--- src/rtl/kwd_pkg.sv ---
package kwd_pkg;

  localparam logic [11:0] MODE_KEY  = 12'hABC;
  localparam logic [11:0] CTRL_KEY  = 12'h248;
  localparam logic [31:0] KICK_WORD = 32'h0000_1999;

  localparam logic [3:0] OFS_MODE = 4'h0;
  localparam logic [3:0] OFS_CTRL = 4'h4;
  localparam logic [3:0] OFS_KICK = 4'h8;
  localparam logic [3:0] OFS_STAT = 4'hC;

  typedef struct packed {
    logic [1:0] plen;
    logic       irq_en;
    logic       rst_en;
    logic       en;
  } mode_t;

  typedef struct packed {
    logic [11:0] reload;
    logic [1:0]  sel;
  } ctrl_t;

  // Divide ratio picked by the control select field.
  function automatic logic [12:0] prescale_div(input logic [1:0] sel);
    case (sel)
      2'd0:    return 13'd8;
      2'd1:    return 13'd64;
      2'd2:    return 13'd512;
      default: return 13'd4096;
    endcase
  endfunction

  // Reset pulse width in bus cycles for a pulse code.
  function automatic logic [4:0] pulse_len(input logic [1:0] code);
    return 5'd2 << code;
  endfunction

endpackage

--- src/rtl/kwd_regs.sv ---
module kwd_regs
  import kwd_pkg::*;
(
  input  logic        clk,
  input  logic        rst_n,
  input  logic        wr,
  input  logic [3:0]  addr,
  input  logic [31:0] wdata,
  output mode_t       mode_q,
  output ctrl_t       ctrl_q,
  output logic        mode_ok,
  output logic        ctrl_ok,
  output logic        kick_ok
);

  assign mode_ok = wr && (addr == OFS_MODE) && (wdata[23:12] == MODE_KEY);
  assign ctrl_ok = wr && (addr == OFS_CTRL) && (wdata[25:14] == CTRL_KEY);
  assign kick_ok = wr && (addr == OFS_KICK) && (wdata == KICK_WORD);

  always_ff @(posedge clk or negedge rst_n) begin
    if (!rst_n) begin
      mode_q <= '0;
      ctrl_q <= '{reload: 12'hFFF, sel: 2'd3};
    end else begin
      if (mode_ok) begin
        mode_q.en     <= wdata[0];
        mode_q.rst_en <= wdata[1];
        mode_q.irq_en <= wdata[2];
        mode_q.plen   <= wdata[5:4];
      end
      if (ctrl_ok) begin
        ctrl_q.sel    <= wdata[1:0];
        ctrl_q.reload <= wdata[13:2];
      end
    end
  end

endmodule

--- src/rtl/kwd_tick.sv ---
module kwd_tick
  import kwd_pkg::*;
#(
  parameter int PRE_W = 13
) (
  input  logic       clk,
  input  logic       rst_n,
  input  logic       en,
  input  logic [1:0] sel,
  input  logic       kick_ok,
  output logic       tick
);

  logic [PRE_W-1:0] pre_q;
  logic [PRE_W-1:0] limit;

  assign limit = PRE_W'(prescale_div(sel) - 13'd1);
  assign tick  = en && (pre_q >= limit);

  always_ff @(posedge clk or negedge rst_n) begin
    if (!rst_n)       pre_q <= '0;
    else if (kick_ok) pre_q <= '0;
    else if (tick)    pre_q <= '0;
    else if (en)      pre_q <= pre_q + 1'b1;
  end

endmodule

--- src/rtl/kwd_count.sv ---
module kwd_count #(
  parameter int FIELD_W     = 12,
  parameter int SCALE_SHIFT = 12,
  localparam int CNT_W      = FIELD_W + SCALE_SHIFT
) (
  input  logic               clk,
  input  logic               rst_n,
  input  logic               tick,
  input  logic               kick_ok,
  input  logic [FIELD_W-1:0] reload,
  output logic [CNT_W-1:0]   cnt_q,
  output logic               status_q,
  output logic               fire
);

  function automatic logic [CNT_W-1:0] start_count(input logic [FIELD_W-1:0] f);
    return CNT_W'(f) << SCALE_SHIFT;
  endfunction

  assign fire = tick && !kick_ok && !status_q && (cnt_q <= CNT_W'(1));

  always_ff @(posedge clk or negedge rst_n) begin
    if (!rst_n) begin
      cnt_q    <= start_count('1);
      status_q <= 1'b0;
    end else if (kick_ok) begin
      cnt_q    <= start_count(reload);
      status_q <= 1'b0;
    end else begin
      if (tick && cnt_q != '0) cnt_q <= cnt_q - 1'b1;
      if (fire) status_q <= 1'b1;
    end
  end

endmodule

--- src/rtl/kwd_alarm.sv ---
module kwd_alarm
  import kwd_pkg::*;
(
  input  logic       clk,
  input  logic       rst_n,
  input  logic       fire,
  input  logic       kick_ok,
  input  logic       rst_en,
  input  logic       irq_en,
  input  logic [1:0] plen,
  output logic       rst_pulse,
  output logic       irq_q
);

  logic [4:0] pc_q;

  assign rst_pulse = (pc_q != '0);

  always_ff @(posedge clk or negedge rst_n) begin
    if (!rst_n) begin
      pc_q  <= '0;
      irq_q <= 1'b0;
    end else begin
      if (fire && rst_en) pc_q <= pulse_len(plen);
      else if (pc_q != '0) pc_q <= pc_q - 1'b1;
      if (kick_ok) irq_q <= 1'b0;
      else if (fire && irq_en) irq_q <= 1'b1;
    end
  end

endmodule

--- src/rtl/keyed_watchdog.sv ---
module keyed_watchdog
  import kwd_pkg::*;
#(
  parameter int FIELD_W     = 12,
  parameter int SCALE_SHIFT = 12,
  parameter int PRE_W       = 13,
  localparam int CNT_W      = FIELD_W + SCALE_SHIFT
) (
  input  logic        clk,
  input  logic        rst_n,
  input  logic        bus_wr,
  input  logic [3:0]  bus_addr,
  input  logic [31:0] bus_wdata,
  output logic [31:0] bus_rdata,
  output logic        wdt_rst,
  output logic        wdt_irq
);

  mode_t            mode_q;
  ctrl_t            ctrl_q;
  logic             mode_ok, ctrl_ok, kick_ok;
  logic             tick, fire, status_q;
  logic [CNT_W-1:0] cnt_q;

  kwd_regs u_regs (
    .clk(clk), .rst_n(rst_n), .wr(bus_wr), .addr(bus_addr), .wdata(bus_wdata),
    .mode_q(mode_q), .ctrl_q(ctrl_q),
    .mode_ok(mode_ok), .ctrl_ok(ctrl_ok), .kick_ok(kick_ok)
  );

  kwd_tick #(.PRE_W(PRE_W)) u_tick (
    .clk(clk), .rst_n(rst_n), .en(mode_q.en), .sel(ctrl_q.sel),
    .kick_ok(kick_ok), .tick(tick)
  );

  kwd_count #(.FIELD_W(FIELD_W), .SCALE_SHIFT(SCALE_SHIFT)) u_count (
    .clk(clk), .rst_n(rst_n), .tick(tick), .kick_ok(kick_ok),
    .reload(FIELD_W'(ctrl_q.reload)),
    .cnt_q(cnt_q), .status_q(status_q), .fire(fire)
  );

  kwd_alarm u_alarm (
    .clk(clk), .rst_n(rst_n), .fire(fire), .kick_ok(kick_ok),
    .rst_en(mode_q.rst_en), .irq_en(mode_q.irq_en), .plen(mode_q.plen),
    .rst_pulse(wdt_rst), .irq_q(wdt_irq)
  );

  always_comb begin
    bus_rdata = '0;
    case (bus_addr)
      OFS_MODE: bus_rdata = {26'd0, mode_q.plen, 1'b0, mode_q.irq_en, mode_q.rst_en, mode_q.en};
      OFS_CTRL: bus_rdata = {18'd0, ctrl_q.reload, ctrl_q.sel};
      OFS_STAT: bus_rdata = {31'd0, status_q};
      default:  bus_rdata = '0;
    endcase
  end

endmodule

--- config.mk ---
export PLATFORM = sky130hd
export DESIGN_NAME = keyed_watchdog
export DESIGN_NICKNAME = d
export VERILOG_FILES = /design/src/rtl/kwd_pkg.sv /design/src/rtl/kwd_regs.sv /design/src/rtl/kwd_tick.sv /design/src/rtl/kwd_count.sv /design/src/rtl/kwd_alarm.sv /design/src/rtl/keyed_watchdog.sv
export SDC_FILE = /design/constraint.sdc
export NUM_CORES = 1
export LEC_CHECK = 0
export BUFFER_PORTS_ARGS = -buffer_cell sky130_fd_sc_hd__buf_2
export CAP_MARGIN = 10
export CORE_MARGIN = 3
export CORE_UTILIZATION = 30
export CTS_CLUSTER_SIZE = 8
export DETAILED_ROUTE_END_ITERATION = 12
export PLACE_DENSITY_LB_ADDON = 0.15
export SKIP_CTS_REPAIR_TIMING = 1
export SYNTH_ARGS = -nofsm -noshare
export SYNTH_HDL_FRONTEND = slang
export SYNTH_SLANG_ARGS = --single-unit
export TNS_END_PERCENT = 5
--- constraint.sdc ---
create_clock -name clk -period 7.2 [get_ports clk]
set_input_delay 0.36 -clock clk [delete_from_list [all_inputs] [get_ports clk]]
set_output_delay 0.36 -clock clk [all_outputs]
set_load 0.03 [all_outputs]
==> impl_summary.log <==
[metrics] combined area of all synthesized cells: 4090 µm²
[metrics] startpoint kind of the worst setup timing path: flip-flop
[metrics] Internal Power: 0.634 mW
[metrics] fraction of the core area covered by cells at the end of the flow: 36.0%
[metrics] Switch Pwr: 0.199 mW
[metrics] total negative setup slack: 0 ns
[metrics] worst-margin pin slew: 1.13 ns
[metrics] type of the tightest min-delay check: primary input to async pin
[metrics] area grow syn2layout: 17.2%
[metrics] drc violations: 0
[metrics] power density cells: 174 nW/µm²
[metrics] count of flip-flops with a built-in enable after synthesis: 0
[metrics] Starting DRT DRC Count: 186
[metrics] critical path's top delay family: simple AND/OR/NAND/NOR gates
[metrics] share of the synthesized area in the top cell type: 22.7%
[metrics] maximum buffer depth of the clock tree: 2
[metrics] number of clock buffers inserted by TritonCTS: 9
[metrics] highest cell delay on the worst timing path: 0.59 ns
[metrics] RSZ-0062 raised after global routing: no
[metrics] status: finished, final reports clean
[metrics] max-slew violation total from the final report: 0
[metrics] syn avg cell area: 9.27 µm²
[metrics] largest net degree at the start of global routing: 64
[metrics] Final min period: 3.18 ns
[metrics] proportion of synthesized flip-flops having asynchronous set or reset: 100%
[metrics] crit path buf inv count: 1
[metrics] slack of the worst reg-to-reg path: 4.02 ns
[metrics] most used cells in the layout excluding fill and tap cells: buf_2, nand2_1, dfrtp_1
[metrics] Vias/cell: 5.32
[metrics] Cell Rows: 42
[metrics] number of sinks driven by the clock tree: 63
[metrics] total of flip-flops plus latches after synthesis: 63
[metrics] Data arrival, critical path: 3.39 ns
[metrics] DRT Pass-1 Iters: 4
[metrics] critical path fanouts, max: 30
[metrics] Fill cells: 1,371
[metrics] count of antenna-violating nets left after detailed routing: 0
[metrics] startpoint-to-endpoint class of the critical path: flip-flop to flip-flop
[metrics] antenna fix cells: 0
[metrics] element type at the critical path end: flip-flop
[metrics] cell types occupying the most area after synthesis: dfrtp_1, dfstp_2, mux2_2
[metrics] clock root buffer: clkbuf_16
[metrics] vias in the first global route: 3,465
[metrics] latest clock arrival within the worst-skew pair: 0.33 ns
[metrics] Peak Freq: 315 MHz
[metrics] post-route setup slack: 4.02 ns
[metrics] CTS HTree Levels: 3
[metrics] count of boundary I/O pins: 73
[metrics] Worst path slowest cell: dfstp_2
[metrics] sw frac: 23.9%
[metrics] fraction of the yosys area taken by sequential cells: 39.4%
[metrics] Worst Skew: 0.00652 ns
[metrics] cell accounting for the most synthesized area: dfrtp_1
[metrics] Reg area: 1610 µm²
[metrics] placer's final routability congestion estimate: 0.813
[metrics] Post-synth top flop: dfrtp_1
[metrics] area of the multi-input gates: 2320 µm²
[metrics] total number of vias: 3,591
[metrics] wire length of the first global-routing pass: 17.9 mm
[metrics] share of total power in sequential cells: 43.0%
[metrics] Syn Inst Count: 441
[metrics] die boundary height: 123 µm
[metrics] post-route fraction of the period consumed by the critical path: 44.2%
[metrics] initial cell density of the core: 30.7%
[metrics] overall overflow remaining after global route: 0
[metrics] global-route usage over all layers: 15.1%
[metrics] die outline area: 15,100 µm²
[metrics] Port-buffer cells: 54
[metrics] count of max-cap constraint violations: 0
[metrics] Synthesis Warnings: 0
[metrics] total wire length: 11.1 mm
[metrics] area post-placement: 4490 µm²
[metrics] clock group share of total power: 50.4%
[metrics] number of hold-slack violations in the final timing report: 0
[metrics] fraction of layout instances using a drive strength above 1: 26.9%
[metrics] number of distinct library cell variants in the gate-level netlist after synthesis: 60
[metrics] width of the chip: 123 µm
[metrics] Wirelength per Cell: 16.5 µm
[metrics] area of all placed cells without fillers: 4790 µm²
[metrics] TritonCTS clock tree: done
[metrics] VDD IR-drop max: 0.0000925 V
[metrics] pre-CTS WS: 3.99 ns
[metrics] number of nets in the finished design: 545
[metrics] most common cell after layout, fill and taps aside: buf_2
[metrics] area of the placeable core: 13,300 µm²
[metrics] Relative slew margins: 24.6%
[metrics] share of total power in combinational logic: 6.7%
[metrics] antenna violations before repair: 0
[metrics] DPL Wire Length: 8.01 mm
[metrics] Static Leakage: 2.07 nW
[metrics] number of setup violations in the final report: 0
[metrics] Clock Pin Slew Worst Setup and Hold Paths: 0.05 ns
[metrics] data required time of the worst path: 7.41 ns
[metrics] cells traversed along the worst timing path: inv_1 > ha_1 > nand3_1 > or4b_4 > a31oi_4 > o31ai_4 > nor3_4 > mux2_2
## final timing paths
| kind | end | from | cells past startpoint |
|---|---|---|---|
| worst max-delay path | u_alarm.pc_q[1] | u_regs.ctrl_q[1] | 8 |
| worst min-delay path | u_alarm.pc_q[0] | rst_n | 2 |
| worst max register to register | u_alarm.pc_q[1] | u_regs.ctrl_q[1] | 8 |
| worst min register to register | u_count.cnt_q[14] | u_regs.ctrl_q[4] | 2 |
| max in group asynchronous | u_count.cnt_q[6] | rst_n | 2 |
| min in group clk | u_regs.ctrl_q[11] | bus_wdata[11] | 2 |
## sequential cells by signal (all words and copies together), names as in the netlist
register / count
u_tick.pre_q: 13
u_alarm.irq_q: 1
u_regs.mode_q: 5
u_alarm.pc_q: 5
u_count.cnt_q: 24
u_count.status_q: 1
u_regs.ctrl_q: 14
## synthesized netlist by cell type, drive strengths merged (8+ instances only)
| master | number |
|---|---|
| a21oi | 26 |
| a31oi | 8 |
| and2 | 13 |
| buf | 23 |
| clkbuf | 12 |
| dfrtp | 37 |
| dfstp | 26 |
| ha | 12 |
| mux2 | 20 |
| nand2 | 37 |
| nand3 | 18 |
| nor2 | 25 |
| nor3 | 22 |
| nor4 | 16 |
| o21ai | 21 |
| or3 | 10 |
| or4 | 12 |
## kinds of logic after synthesis
group / synth area share (%)
and+or+nand+nor: 26.6
AOI/OAI and AO/OA: 16.3
DFF: 39.4
buffers and inverters: 5.91
muxes: 6.49
adders and majority gates: 3.67
xor gates and xnor gates: 1.50
other: 0.184
## layout make-up
class | instances | area share (%)
clock buffer | 11 | 5.51
clock inverter | 5 | 0.601
inverter | 8 | 0.627
multi-input combinational | 352 | 48.5
sequential | 63 | 33.6
tap | 176 | 4.60
timing repair buffer | 60 | 6.53
## power by group through the flow
stage	logic (mW)	clock network, mW	registers, mW
after global placement	0.0556	0	0.363
final	0.0557	0.419	0.358
after floorplan	0.0362	0	0.363
after CTS	0.0562	0.431	0.358
after detailed placement	0.0561	0	0.363
after global routing	0.0620	0.452	0.358
## metrics by stage
step           std cells  hold slack (ns)  power (mW)
2_1_floorplan        458           0.0644       0.399
3_3_place_gp         658            0.492       0.419
3_5_place_dp         658            0.501       0.419
4_1_cts              674            0.258       0.845
5_1_grt              675            0.273       0.872
6_report             675            0.198       0.833
## layer usage
metal | vias up | track usage, % | share of wire [%]
met5 | - | 0 | 0
li1 | 1760 | - | -
met1 | 1729 | 21.0 | 48
met2 | 88 | 23.1 | 45
met3 | 14 | 3.27 | 5.9
met4 | 0 | 5.46 | 1.6
Power figures use the tool's default switching activity.
